File: config.mk
export PLATFORM = sky130hd
export DESIGN_NAME = i2c_ptr_slave
export DESIGN_NICKNAME = d
export VERILOG_FILES = /design/src/rtl/i2cs_pkg.sv /design/src/rtl/i2cs_glitch_filter.sv /design/src/rtl/i2cs_bus_events.sv /design/src/rtl/i2cs_engine.sv /design/src/rtl/i2c_ptr_slave.sv
export SDC_FILE = /design/constraint.sdc
export NUM_CORES = 1
export LEC_CHECK = 0
export ABC_AREA = 0
export BUFFER_PORTS_ARGS = -buffer_cell sky130_fd_sc_hd__buf_2
export CORE_MARGIN = 2
export CORE_UTILIZATION = 56
export CTS_CLUSTER_DIAMETER = 100
export DETAILED_ROUTE_END_ITERATION = 10
export PLACE_DENSITY_LB_ADDON = 0.3
export SYNTH_ARGS = -nofsm -noshare
export SYNTH_HDL_FRONTEND = slang
export SYNTH_SLANG_ARGS = --single-unit
File: constraint.sdc
create_clock -name clk -period 2.3 [get_ports clk]
set_input_delay 0.575 -clock clk [delete_from_list [all_inputs] [get_ports clk]]
set_output_delay 0.575 -clock clk [all_outputs]
set_load 0.03 [all_outputs]
File: src/rtl/i2cs_pkg.sv
package i2cs_pkg;
  typedef enum logic [2:0] {
    ST_IDLE,
    ST_ADDR,
    ST_CMD,
    ST_WDAT,
    ST_ACK,
    ST_TX,
    ST_MACK
  } i2cs_state_e;
endpackage

File: src/rtl/i2cs_glitch_filter.sv
module i2cs_glitch_filter #(
  parameter int SYNC_STAGES = 2,
  parameter int FILT_CYCLES = 12
) (
  input  logic clk,
  input  logic rst_n,
  input  logic din,
  output logic dout
);
  localparam int CW = (FILT_CYCLES > 1) ? $clog2(FILT_CYCLES) : 1;

  logic [SYNC_STAGES-1:0] sync_q;
  logic [CW-1:0]          cnt_q;
  logic                   level;

  assign level = sync_q[SYNC_STAGES-1];

  // The output follows the synchronised input only after FILT_CYCLES
  // consecutive samples that disagree with it.
  always_ff @(posedge clk or negedge rst_n) begin
    if (!rst_n) begin
      sync_q <= '1;
      cnt_q  <= '0;
      dout   <= 1'b1;
    end else begin
      sync_q <= {sync_q[SYNC_STAGES-2:0], din};
      if (level == dout) begin
        cnt_q <= '0;
      end else if (cnt_q == CW'(FILT_CYCLES - 1)) begin
        dout  <= level;
        cnt_q <= '0;
      end else begin
        cnt_q <= cnt_q + 1'b1;
      end
    end
  end
endmodule

File: src/rtl/i2cs_bus_events.sv
module i2cs_bus_events (
  input  logic clk,
  input  logic rst_n,
  input  logic scl,
  input  logic sda,
  output logic scl_rise,
  output logic scl_fall,
  output logic start_det,
  output logic stop_det
);
  logic scl_q, sda_q;

  always_ff @(posedge clk or negedge rst_n) begin
    if (!rst_n) begin
      scl_q <= 1'b1;
      sda_q <= 1'b1;
    end else begin
      scl_q <= scl;
      sda_q <= sda;
    end
  end

  assign scl_rise  = scl & ~scl_q;
  assign scl_fall  = ~scl & scl_q;
  assign start_det = scl & scl_q & sda_q & ~sda;
  assign stop_det  = scl & scl_q & ~sda_q & sda;
endmodule

File: src/rtl/i2cs_engine.sv
module i2cs_engine
  import i2cs_pkg::*;
#(
  parameter int ADDR_W  = 7,
  parameter int STRAP_W = 2,
  parameter int DATA_W  = 8,
  parameter int IDX_W   = 2,
  parameter logic [ADDR_W-STRAP_W-1:0] FIXED_ADDR = 5'b11100
) (
  input  logic              clk,
  input  logic              rst_n,
  input  logic              scl_rise,
  input  logic              scl_fall,
  input  logic              start_det,
  input  logic              stop_det,
  input  logic              sda_in,
  input  logic [STRAP_W-1:0] strap_addr,
  output logic              sda_oe,
  output logic [IDX_W-1:0]  reg_idx,
  output logic              reg_wr_en,
  output logic [DATA_W-1:0] reg_wdata,
  output logic              reg_rd_en,
  input  logic [DATA_W-1:0] reg_rdata
);
  localparam int BW = $clog2(DATA_W);
  localparam logic [BW-1:0] LAST = BW'(DATA_W - 1);

  i2cs_state_e       state_q, after_ack_q;
  logic [BW-1:0]     bitcnt_q;
  logic [DATA_W-1:0] rx_q, tx_q, rx_byte;
  logic [IDX_W-1:0]  ptr_q;
  logic              ack_pend_q;
  logic [ADDR_W-1:0] own_addr;
  logic              load_now;

  assign own_addr = {FIXED_ADDR, strap_addr};
  assign rx_byte  = {rx_q[DATA_W-2:0], sda_in};
  assign reg_idx  = ptr_q;

  // A byte is fetched for transmission on the SCL fall that ends the
  // slave's address ACK or a master ACK.
  assign load_now = scl_fall && !ack_pend_q &&
                    ((state_q == ST_ACK && after_ack_q == ST_TX) ||
                     state_q == ST_MACK);
  assign reg_rd_en = load_now;

  always_ff @(posedge clk or negedge rst_n) begin
    if (!rst_n) begin
      state_q     <= ST_IDLE;
      after_ack_q <= ST_IDLE;
      bitcnt_q    <= '0;
      rx_q        <= '0;
      tx_q        <= '0;
      ptr_q       <= '0;
      ack_pend_q  <= 1'b0;
      sda_oe      <= 1'b0;
      reg_wr_en   <= 1'b0;
      reg_wdata   <= '0;
    end else begin
      reg_wr_en <= 1'b0;
      if (start_det) begin
        state_q    <= ST_ADDR;
        bitcnt_q   <= '0;
        ack_pend_q <= 1'b0;
        sda_oe     <= 1'b0;
      end else if (stop_det) begin
        state_q    <= ST_IDLE;
        ack_pend_q <= 1'b0;
        sda_oe     <= 1'b0;
      end else if (scl_rise) begin
        case (state_q)
          ST_ADDR, ST_CMD, ST_WDAT: begin
            rx_q     <= rx_byte;
            bitcnt_q <= bitcnt_q + 1'b1;
            if (bitcnt_q == LAST) begin
              case (state_q)
                ST_ADDR: begin
                  if (rx_byte[DATA_W-1 -: ADDR_W] == own_addr) begin
                    ack_pend_q  <= 1'b1;
                    after_ack_q <= rx_byte[0] ? ST_TX : ST_CMD;
                  end else begin
                    state_q <= ST_IDLE;
                  end
                end
                ST_CMD: begin
                  ptr_q       <= rx_byte[IDX_W-1:0];
                  ack_pend_q  <= 1'b1;
                  after_ack_q <= ST_WDAT;
                end
                default: begin
                  reg_wr_en   <= 1'b1;
                  reg_wdata   <= rx_byte;
                  ack_pend_q  <= 1'b1;
                  after_ack_q <= ST_WDAT;
                end
              endcase
            end
          end
          ST_MACK: if (sda_in) state_q <= ST_IDLE;
          default: ;
        endcase
      end else if (scl_fall) begin
        if (ack_pend_q) begin
          ack_pend_q <= 1'b0;
          sda_oe     <= 1'b1;
          state_q    <= ST_ACK;
        end else if (load_now) begin
          tx_q     <= reg_rdata;
          sda_oe   <= ~reg_rdata[DATA_W-1];
          bitcnt_q <= '0;
          state_q  <= ST_TX;
        end else begin
          case (state_q)
            ST_ACK: begin
              sda_oe   <= 1'b0;
              bitcnt_q <= '0;
              state_q  <= after_ack_q;
            end
            ST_TX: begin
              if (bitcnt_q == LAST) begin
                sda_oe  <= 1'b0;
                state_q <= ST_MACK;
              end else begin
                sda_oe   <= ~tx_q[DATA_W-2];
                tx_q     <= {tx_q[DATA_W-2:0], 1'b0};
                bitcnt_q <= bitcnt_q + 1'b1;
              end
            end
            default: ;
          endcase
        end
      end
    end
  end
endmodule

File: src/rtl/i2c_ptr_slave.sv
module i2c_ptr_slave #(
  parameter int ADDR_W      = 7,
  parameter int STRAP_W     = 2,
  parameter int DATA_W      = 8,
  parameter int IDX_W       = 2,
  parameter int FILT_CYCLES = 12,
  parameter int SYNC_STAGES = 2,
  parameter logic [ADDR_W-STRAP_W-1:0] FIXED_ADDR = 5'b11100
) (
  input  logic              clk,
  input  logic              rst_n,
  input  logic              scl_i,
  input  logic              sda_i,
  output logic              sda_oe,
  input  logic [STRAP_W-1:0] strap_addr,
  output logic [IDX_W-1:0]  reg_idx,
  output logic              reg_wr_en,
  output logic [DATA_W-1:0] reg_wdata,
  output logic              reg_rd_en,
  input  logic [DATA_W-1:0] reg_rdata
);
  localparam int NLINES = 2;

  logic [NLINES-1:0] raw_lines, filt_lines;
  logic scl_f, sda_f;
  logic scl_rise, scl_fall, start_det, stop_det;

  assign raw_lines = {sda_i, scl_i};

  for (genvar g = 0; g < NLINES; g++) begin : g_filt
    i2cs_glitch_filter #(
      .SYNC_STAGES(SYNC_STAGES),
      .FILT_CYCLES(FILT_CYCLES)
    ) u_filt (
      .clk  (clk),
      .rst_n(rst_n),
      .din  (raw_lines[g]),
      .dout (filt_lines[g])
    );
  end

  assign scl_f = filt_lines[0];
  assign sda_f = filt_lines[1];

  i2cs_bus_events u_events (
    .clk      (clk),
    .rst_n    (rst_n),
    .scl      (scl_f),
    .sda      (sda_f),
    .scl_rise (scl_rise),
    .scl_fall (scl_fall),
    .start_det(start_det),
    .stop_det (stop_det)
  );

  i2cs_engine #(
    .ADDR_W    (ADDR_W),
    .STRAP_W   (STRAP_W),
    .DATA_W    (DATA_W),
    .IDX_W     (IDX_W),
    .FIXED_ADDR(FIXED_ADDR)
  ) u_engine (
    .clk       (clk),
    .rst_n     (rst_n),
    .scl_rise  (scl_rise),
    .scl_fall  (scl_fall),
    .start_det (start_det),
    .stop_det  (stop_det),
    .sda_in    (sda_f),
    .strap_addr(strap_addr),
    .sda_oe    (sda_oe),
    .reg_idx   (reg_idx),
    .reg_wr_en (reg_wr_en),
    .reg_wdata (reg_wdata),
    .reg_rd_en (reg_rd_en),
    .reg_rdata (reg_rdata)
  );
endmodule

# Yosys cells after proc, flatten, opt, wreduce, memory -nomap -nowiden

Cells that the tools add are included.

Bits in registers: 52
Bits of input ports: 14
Output and inout bits: 13
Logic and storage cells: 149

Add/sub/neg operators: 3
Eq/ne operators: 29
Multiplexer cells: 54
Bitwise operators: 20
Reduce and logical (&&, ||, !) cells: 25

Operators by type and width:

| kind                                                  | number |
|---|---|
| 2-to-1 mux 3 bit                                      | 22 |
| AND reduction 6 bit                                   | 4 |
| 2-to-1 mux 1 bit                                      | 21 |
| 2-to-1 mux 7 bit                                      | 3 |
| one-hot mux 3 bit (2 select lines)                    | 3 |
| 2-to-1 mux 4 bit                                      | 4 |
| equality test 3 bit, second input constant            | 5 |
| inequality test 5 x 4 -> 1 bit, second input constant | 3 |
| inequality test 5 bit, second input constant          | 3 |
| NOT 1 bit                                             | 13 |
| adder 4 x 1 -> 4 bit, second input constant           | 2 |
| equality test 4 bit, second input constant            | 2 |
| inequality test 4 x 1 -> 1 bit, second input constant | 2 |
| AND reduction 4 bit                                   | 2 |
| AND reduction 8 bit                                   | 1 |
| bitwise AND 1 bit                                     | 7 |
| equality test 7 bit                                   | 1 |
| inequality test 7 x 5 -> 1 bit, second input constant | 1 |
| AND reduction 7 bit                                   | 1 |
| nonzero test 7 bit                                    | 1 |
| equality test 3 x 2 -> 1 bit, second input constant   | 2 |
| inequality test 3 x 1 -> 1 bit, second input constant | 2 |
| nonzero test 3 bit                                    | 2 |
| nonzero test 6 bit                                    | 1 |
| 18 further kinds                                      | 23 |

# Logic depth before layout (Yosys ltp)

Gate-level depths: netlist of the first run.

Word-level depth: 10
Mapped depth: 8
Gate-level depth less buffers: 7

# Cells and area by module

Synthesis of the first run repeated with hierarchy kept, for this count alone.

Cell total of the unflattened synthesis: 232
Area total of the unflattened synthesis: 2456.1 um^2

By module, submodules not included:

| module             | times used | cells each | area an instance (um^2) |
|---|---|---|---|
| i2cs_engine        | 1          | 182        | 1803.0 |
| i2cs_glitch_filter | 2          | 22         | 284.0 |
| i2cs_bus_events    | 1          | 6          | 85.1 |

# Least setup slack after synthesis of the first run

Ideal clock, no wire load.

Path kind: register -> register
Start point: register u_events.scl_q
End point: register u_engine.bitcnt_q[0]
Library setup time: 125 ps
Arrival: 1925 ps
Data required time: 2175 ps
Setup slack: 250 ps
Cell stages (with the launch flop): 8
Buffers on the path: 0
Cells stage by stage: dfstp_2 > inv_1 > ha_1 > nor2_1 > nand4_1 > a21o_1 > a32oi_1 > mux2_2

Cells in the longest elaborated chain, start to end: 9
Elaborated cells between the ends (all ways): 23
Classes of those cells: eq/ne: 4; mux: 6; bitwise: 8; reduce/logical: 5

RTL lines:

| element                         | RTL line              | text |
|---|---|---|
| start, declared                 | i2cs_bus_events.sv:11 | `logic scl_q, sda_q;` |
| start signal, assigned          | i2cs_bus_events.sv:18 | `scl_q <= scl;` |
| bitwise AND 1 bit               | i2cs_bus_events.sv:24 | `assign scl_fall = ~scl & scl_q;` |
| logical AND 1 bit (2 in series) | i2cs_engine.sv:42     | `assign load_now = scl_fall && !ack_pend_q &&` |
| 2-to-1 mux 3 bit                | i2cs_engine.sv:107    | `end else if (load_now) begin` |
| 2-to-1 mux 3 bit                | i2cs_engine.sv:103    | `if (ack_pend_q) begin` |
| 2-to-1 mux 3 bit                | i2cs_engine.sv:102    | `end else if (scl_fall) begin` |
| 2-to-1 mux 3 bit                | i2cs_engine.sv:70     | `end else if (scl_rise) begin` |
| 2-to-1 mux 3 bit                | i2cs_engine.sv:66     | `end else if (stop_det) begin` |
| 2-to-1 mux 3 bit                | i2cs_engine.sv:61     | `if (start_det) begin` |
| end signal, assigned            | i2cs_engine.sv:74     | `bitcnt_q <= bitcnt_q + 1'b1;` |
| end signal, assigned            | i2cs_engine.sv:126    | `bitcnt_q <= bitcnt_q + 1'b1;` |
| end, declared                   | i2cs_engine.sv:29     | `logic [BW-1:0] bitcnt_q;` |

Parallel ways exist; a longest one is shown, timed or not. The select of a mux whose other input is x is not followed.
A chain may end at the register's enable or synchronous reset.

# Final worst setup path of the first run

Start point: register g_filt[0].u_filt.dout
End point: output port reg_rd_en

Cells in the longest elaborated chain, start to end: 4

RTL lines:

| element                         | RTL line                 | text |
|---|---|---|
| start, declared                 | i2cs_glitch_filter.sv:8  | `output logic dout` |
| start signal, assigned          | i2cs_glitch_filter.sv:30 | `dout <= level;` |
| NOT 1 bit                       | i2cs_bus_events.sv:24    |  |
| bitwise AND 1 bit               | i2cs_bus_events.sv:24    |  |
| logical AND 1 bit (2 in series) | i2cs_engine.sv:42        |  |
| end, declared                   | i2c_ptr_slave.sv:19      | `output logic reg_rd_en,` |

No other way between the ends.

==> metrics.cfg, run 1 <==
[cells_and_area]
final_nets=281
multi_input_area_mm2=0.00110
layout-drive-gt1-share_pct=31.4
final_common_cell=dfrtp_1
seqCellArea_mm2=0.00131
n_antenna_cell=0
mostFrequentLayoutCells=dfrtp_1, buf_2, nand2_1
stdcell_count=313
num-fill-cells=350
area_growth_syn_to_layout_pct=15.0

[critical_path]
critPathMaxFanout=5
regToRegStartpoint=g_filt[0].u_filt.dout$_DFFE_PN1P_
crit_path_top_delay_cell=dfstp_2
r2r_cells=6
max_stage_delay_ns=0.58
r2r_end=u_engine.state_q[0]$_DFFE_PN0P_
worstPathArrival_ns=1.61
critPathKind=reg2out
cp.required_ns=1.73
crit_chain=inv_1, ha_1, o2111ai_4, inv_2, buf_2
critPathCaptureType=primary output
ff2ff_setup_slack_ns=0.21
cp-start-kind=flip-flop

[run_status]
status=finished, final reports clean

[placement]
globalplace.congestion=0.935
io_buffers=26
dpl.hpwl_um=3120
dp_cells=303

[detailed_routing]
vias=1717
via_per_inst=5.49
ant_nets=0
first_pass_iters=4
drc=0
wl_per_cell_um=14.1
wl_um=4400
drt_iter0_markers=140

[sta]
finalHoldViolations=0
fmax_mhz=458
setup_viol_count_final=0
worst_pin_slew_ns=0.560
rsz0062_at_grt=no
fin_tns_setup_ns=0
clock_skew_ns=0.00998
period_minus_slack_ns=2.18
fin_crit_sh_pct=95.0
maxSlewViolCount=0
slew_headroom_pct=62.6

[floorplanning]
die_w_um=70.9
start_util_pct=57.9
ioPinCount=27
rows=24
core_area_mm2=0.00432
die_area_mm2=0.00502
die_y_um=70.9

[synthesis]
synth-edff-count=0
syn-cell-area_mm2=0.00250
syn_nets=244
ys_ff_latch=52
yosysWarnings=0
ys_types=47
netlist_instances=223
syn_avg_cell_area_um2=11.2
synthFlopType=dfrtp_1
synth_async_sr_flop_share_pct=100
synth-seq-area-share_pct=52.4

[flow_run]
drv_cap=0

[clock_tree]
cts_tree=built
cts_buffers=5
root_buffer=clkbuf_8
htreeDepth=2
clock_path_buffers=2
cts.sinks=52
clk_pin_slew_worst_paths_ns=0.10
clk_latency_ns=0.31

[power_and_ir_drop]
p_switching_w=0.000477
leakage_nw=1.40
vdd_ir_drop_max_mv=0.362
p_int_w=0.00138
p_sw_share_pct=25.6
comb_power_share_pct=8.8
clkPwrFrac_pct=35.4
power_density_mw_per_mm2=646
p_seq_share_pct=55.8

[global_route]
overflow=0
grt_max_degree=29
track_usage_pct=19.3
grt_antenna_before_repair=0
grt_pass1_wl_um=7640
grt_pass1_vias=1670

[min_path]
min_path_type=in2async

==> how the worst max path moves through the flow <==
stage                                      startpoint                             endpoint  slack [ns]  cells past startpoint
finish              g_filt[0].u_filt.dout$_DFFE_PN1P_                            reg_rd_en        0.12                      5
global route        g_filt[0].u_filt.dout$_DFFE_PN1P_                            reg_rd_en        0.02                      5
CTS                 g_filt[0].u_filt.dout$_DFFE_PN1P_                            reg_rd_en       0.008                      5
detailed placement  g_filt[0].u_filt.dout$_DFFE_PN1P_  u_engine.after_ack_q[1]$_DFFE_PN0P_        0.25                      7
global placement                        strap_addr[1]      u_engine.state_q[0]$_DFFE_PN0P_        0.31                      7
floorplan                    u_events.scl_q$_DFF_PN1_     u_engine.bitcnt_q[0]$_DFFE_PN0P_        0.25                      7
==> state kept, by name, indices dropped and copies added, names as in the netlist <==
name	cells
u_events.scl_q	1
g_filt.u_filt.sync_q	4
u_engine.ack_pend_q	1
u_engine.tx_q	7
u_engine.after_ack_q	3
u_engine.state_q	3
u_engine.bitcnt_q	3
u_engine.rx_q	7
u_events.sda_q	1
u_engine.sda_oe	1
u_engine.reg_idx	2
g_filt.u_filt.cnt_q	8
u_engine.reg_wr_en	1
u_engine.reg_wdata	8
g_filt.u_filt.dout	2
==> Yosys cell counts, drive strengths merged (4+ instances only) <==
cell type / number / share of area (%)
nor2: 18 / 2.7
a21oi: 9 / 1.8
nor2b: 6 / 1.5
mux2: 21 / 11
dfstp: 8 / 8.4
ha: 7 / 3.5
dfrtp: 44 / 44
o211ai: 4 / 1.4
and3: 4 / 1.0
buf: 7 / 2.0
inv: 12 / 1.8
a31oi: 7 / 1.7
nand2: 24 / 3.7
nand3: 4 / 0.80
o21ai: 7 / 1.4
==> critical path, delay by kind of cell, from the launching register on <==
| family | cells | cell delay [ns] |
|---|---|---|
| AO/OA/AOI/OAI | 1 | 0.13 |
| adder cells (fa/ha/maj) | 1 | 0.25 |
| buffers and inverters | 3 | 0.33 |
| flip-flops | 1 | 0.58 |
==> per-layer routing <==
metal | vias up | track usage (%) | wire length [um]
met1 | 821 | 28.2 | 2110
met5 | - | 0 | 0
met2 | 29 | 27.0 | 2070
met3 | 9 | 4.70 | 156
met4 | 0 | 9.43 | 64
li1 | 858 | - | -
==> timing repair <==
item / 4_1_cts / 5_1_grt
hold endpoints to repair: 0 / 0
buffers inserted: 0 / 2
setup endpoints to repair: 1 / 1
gates resized for setup: 1 / 1
hold buffers: 0 / 0
==> layout make-up <==
cell class                      instances  area share (%)
Sequential cell                        52            45.5
Clock inverter                          2            1.35
Multi-Input combinational cell        151            38.4
Inverter                               12            1.56
Tap cell                               52            2.26
Clock buffer                            6            2.87
Timing Repair Buffer                   38            8.08
==> kinds of logic after synthesis <==
group                    count (synthesis)  synth area share, %
XOR/XNOR                                 6                 2.10
adder cells (fa/ha/maj)                  7                 3.50
flip-flops                              52                 52.4
AO/OA/AOI/OAI                           43                 12.2
multiplexers                            24                 11.8
AND/OR/NAND/NOR                         71                 14.0
buffers and inverters                   20                 3.95
==> metrics by stage <==
step	total power [W]	hold WS, ns	utilization [%]	area, um2	setup WS [ns]
after floorplan	0.00115	0.279	-	2500	0.250
after global placement	0.00121	0.345	63.2	2730	0.311
after detailed placement	0.00121	0.347	63.2	2730	0.251
after CTS	0.00187	0.261	66.3	2870	0.00764
after global routing	0.00194	0.291	66.6	2880	0.0181
final	0.00186	0.240	66.6	2880	0.116
==> power groups by stage <==
stage / clock network, W / registers, W / logic (W)
2_1_floorplan: 0 / 0.00100 / 0.000144
3_3_place_gp: 0 / 0.00105 / 0.000158
3_5_place_dp: 0 / 0.00105 / 0.000160
4_1_cts: 0.000674 / 0.00103 / 0.000164
5_1_grt: 0.000711 / 0.00105 / 0.000185
6_report: 0.000659 / 0.00104 / 0.000163
Power figures use the tool's default switching activity.
==> run 2: changes to the inputs <==
--- a/config.mk
+++ b/config.mk
@@ -8,10 +8,11 @@
 export ABC_AREA = 0
 export BUFFER_PORTS_ARGS = -buffer_cell sky130_fd_sc_hd__buf_2
 export CORE_MARGIN = 2
-export CORE_UTILIZATION = 56
+export CORE_UTILIZATION = 50
 export CTS_CLUSTER_DIAMETER = 100
 export DETAILED_ROUTE_END_ITERATION = 10
 export PLACE_DENSITY_LB_ADDON = 0.3
+export SLEW_MARGIN = 10
 export SYNTH_ARGS = -nofsm -noshare
 export SYNTH_HDL_FRONTEND = slang
 export SYNTH_SLANG_ARGS = --single-unit
==> run 2 against run 1 <==
Register-to-register slack better by 0.03 ns. Clock power decreased by 20%. Critical endpoint unchanged. Core utilization is 7.2 points lower.
==> metrics.cfg, run 2 (synthesis gave the netlist of run 1 again) <==
[clock_tree]
clk_pin_slew_worst_paths_ns=0.11  ; was 0.10 ns
cts_buffers=5  ; unchanged
clk_latency_ns=0.31  ; about the same
cts.sinks=52  ; unchanged
htreeDepth=2  ; unchanged
root_buffer=clkbuf_8  ; unchanged
clock_path_buffers=2  ; unchanged
cts_tree=built  ; unchanged
cts_hold_buf=0  ; unchanged

[cells_and_area]
utilization_pct=59.4  ; was 66.6%
layout-drive-gt1-share_pct=31.3  ; was 31.4%
final_common_cell=dfrtp_1  ; unchanged
mostFrequentLayoutCells=dfrtp_1, buf_2, nand2_1  ; unchanged
reg.largest.list=g_filt.u_filt.cnt_q x8, u_engine.reg_wdata x8  ; unchanged
area_growth_syn_to_layout_pct=13.6  ; was 15.0%
final_nets=279  ; was 281
n_antenna_cell=0  ; unchanged
stdcell_count=326  ; was 313
num-fill-cells=408  ; was 350

[sta]
setup_viol_count_final=0  ; unchanged
clock_skew_ns=0.0133  ; was 0.00998 ns
worst_pin_slew_ns=0.563  ; was 0.560 ns
fin_crit_sh_pct=95.5  ; was 95.0%
fin_tns_setup_ns=0  ; unchanged
period_minus_slack_ns=2.20  ; was 2.18 ns
slew_headroom_pct=62.4  ; was 62.6%
finalHoldViolations=0  ; unchanged
finalWorstSetupSlack_ns=0.105  ; was 0.116 ns
rsz0062_at_grt=no  ; unchanged
fmax_mhz=455  ; was 458 MHz
maxSlewViolCount=0  ; unchanged

[placement]
dpl.hpwl_um=3180  ; was 3120 um
dp_cells=318  ; was 303
dp_slack_ns=0.249  ; was 0.251 ns
globalplace.congestion=0.843  ; was 0.935
io_buffers=26  ; unchanged

[detailed_routing]
wl_um=4450  ; was 4400 um
vias=1753  ; was 1717
first_pass_iters=5  ; was 4
drt_iter0_markers=122  ; was 140
ant_nets=0  ; unchanged
drc=0  ; unchanged
via_per_inst=5.38  ; was 5.49
wl_per_cell_um=13.6  ; was 14.1 um

[critical_path]
cp-start-kind=flip-flop  ; unchanged
critPathMaxFanout=5  ; unchanged
worstPathArrival_ns=1.62  ; was 1.61 ns
critPathCaptureType=primary output  ; unchanged
critPathKind=reg2out  ; unchanged
cp.required_ns=1.73  ; about the same

[global_route]
track_usage_pct=18.5  ; was 19.3%
grt_max_degree=29  ; unchanged
grt_pass1_vias=1725  ; was 1670
overflow=0  ; unchanged
grt_pass1_wl_um=7890  ; was 7640 um
grt_antenna_before_repair=0  ; unchanged

[floorplanning]
die_w_um=74.8  ; was 70.9 um
start_util_pct=52.3  ; was 57.9%
rows=25  ; was 24
die_area_mm2=0.00559  ; was 0.00502 mm2
core_area_mm2=0.00479  ; was 0.00432 mm2
die_y_um=74.8  ; was 70.9 um
ioPinCount=27  ; unchanged

[power_and_ir_drop]
power_density_mw_per_mm2=605  ; was 646 mW/mm2
vdd_ir_drop_max_mv=0.424  ; was 0.362 mV
leakage_nw=1.38  ; was 1.40 nW

[flow_run]
drv_cap=0  ; unchanged

[run_status]
status=finished, final reports clean  ; unchanged

[min_path]
min_path_type=in2async  ; unchanged

==> run 2: through the flow <==
stage	instance area, um2	total power [W]	hold slack [ns]
floorplan	2500	0.00115	0.279
global route	2840	0.00180	0.281
finish	2840	0.00172	0.240
detailed placement	2750	0.00121	0.348
global placement	2750	0.00121	0.347
CTS	2840	0.00174	0.258
==> run 2: path summary, 6_finish.rpt <==
path | cells past startpoint | slack, ns | start | end
setup / recovery | 4 | 0.10 | u_events.scl_q$_DFF_PN1_ | reg_rd_en
setup reg to reg | 6 | 0.24 | g_filt[0].u_filt.dout$_DFFE_PN1P_ | u_engine.state_q[0]$_DFFE_PN0P_
hold reg to reg | 0 | 0.36 | g_filt[0].u_filt.sync_q[0]$_DFF_PN1_ | g_filt[0].u_filt.sync_q[1]$_DFF_PN1_
max in group asynchronous | 2 | 1.44 | rst_n | g_filt[1].u_filt.dout$_DFFE_PN1P_
hold / removal | 1 | 0.24 | rst_n | u_engine.reg_wdata[1]$_DFFE_PN0P_
min in group clk | 1 | 0.36 | scl_i | g_filt[0].u_filt.sync_q[0]$_DFF_PN1_
==> run 2: what timing repair did <==
| item | CTS | global route |
|---|---|---|
| resized for setup | 1 | 1 |
| setup buffers | 0 | 0 |
| pin swaps | 0 | 0 |
| setup endpoints to repair | 1 | 1 |
==> run 2: power breakdown <==
group          internal (W)  switching, W  total, W
Sequential         0.000953     0.0000844   0.00104
Combinational     0.0000737     0.0000838  0.000158
Clock              0.000216      0.000309  0.000525
Total               0.00124      0.000477   0.00172
==> run 2: cell type report <==
cell class	instances	area, um2	share of cell area (%)
clock buffer	5	68.8	2.42
clock inverter	3	21.3	0.748
inverter	12	45.0	1.58
multi-input combinational	151	1100	38.5
sequential	52	1310	46.1
tap	67	83.8	2.95
timing repair buffer	36	218	7.66
==> run 2: critical path, cell delays in order (launching register included) <==
cell and delay, ns:
dfstp_2 0.55, ha_2 0.25, o2111ai_2 0.18, inv_2 0.13, buf_2 0.20
==> run 2: metal layers <==
layer / vias to the layer above / routed length (um) / GRT usage, %
met4: 0 / 93 / 7.54
met5: - / 0 / 0
met1: 849 / 2120 / 25.5
li1: 859 / - / -
met2: 35 / 2100 / 28.7
met3: 10 / 138 / 4.02
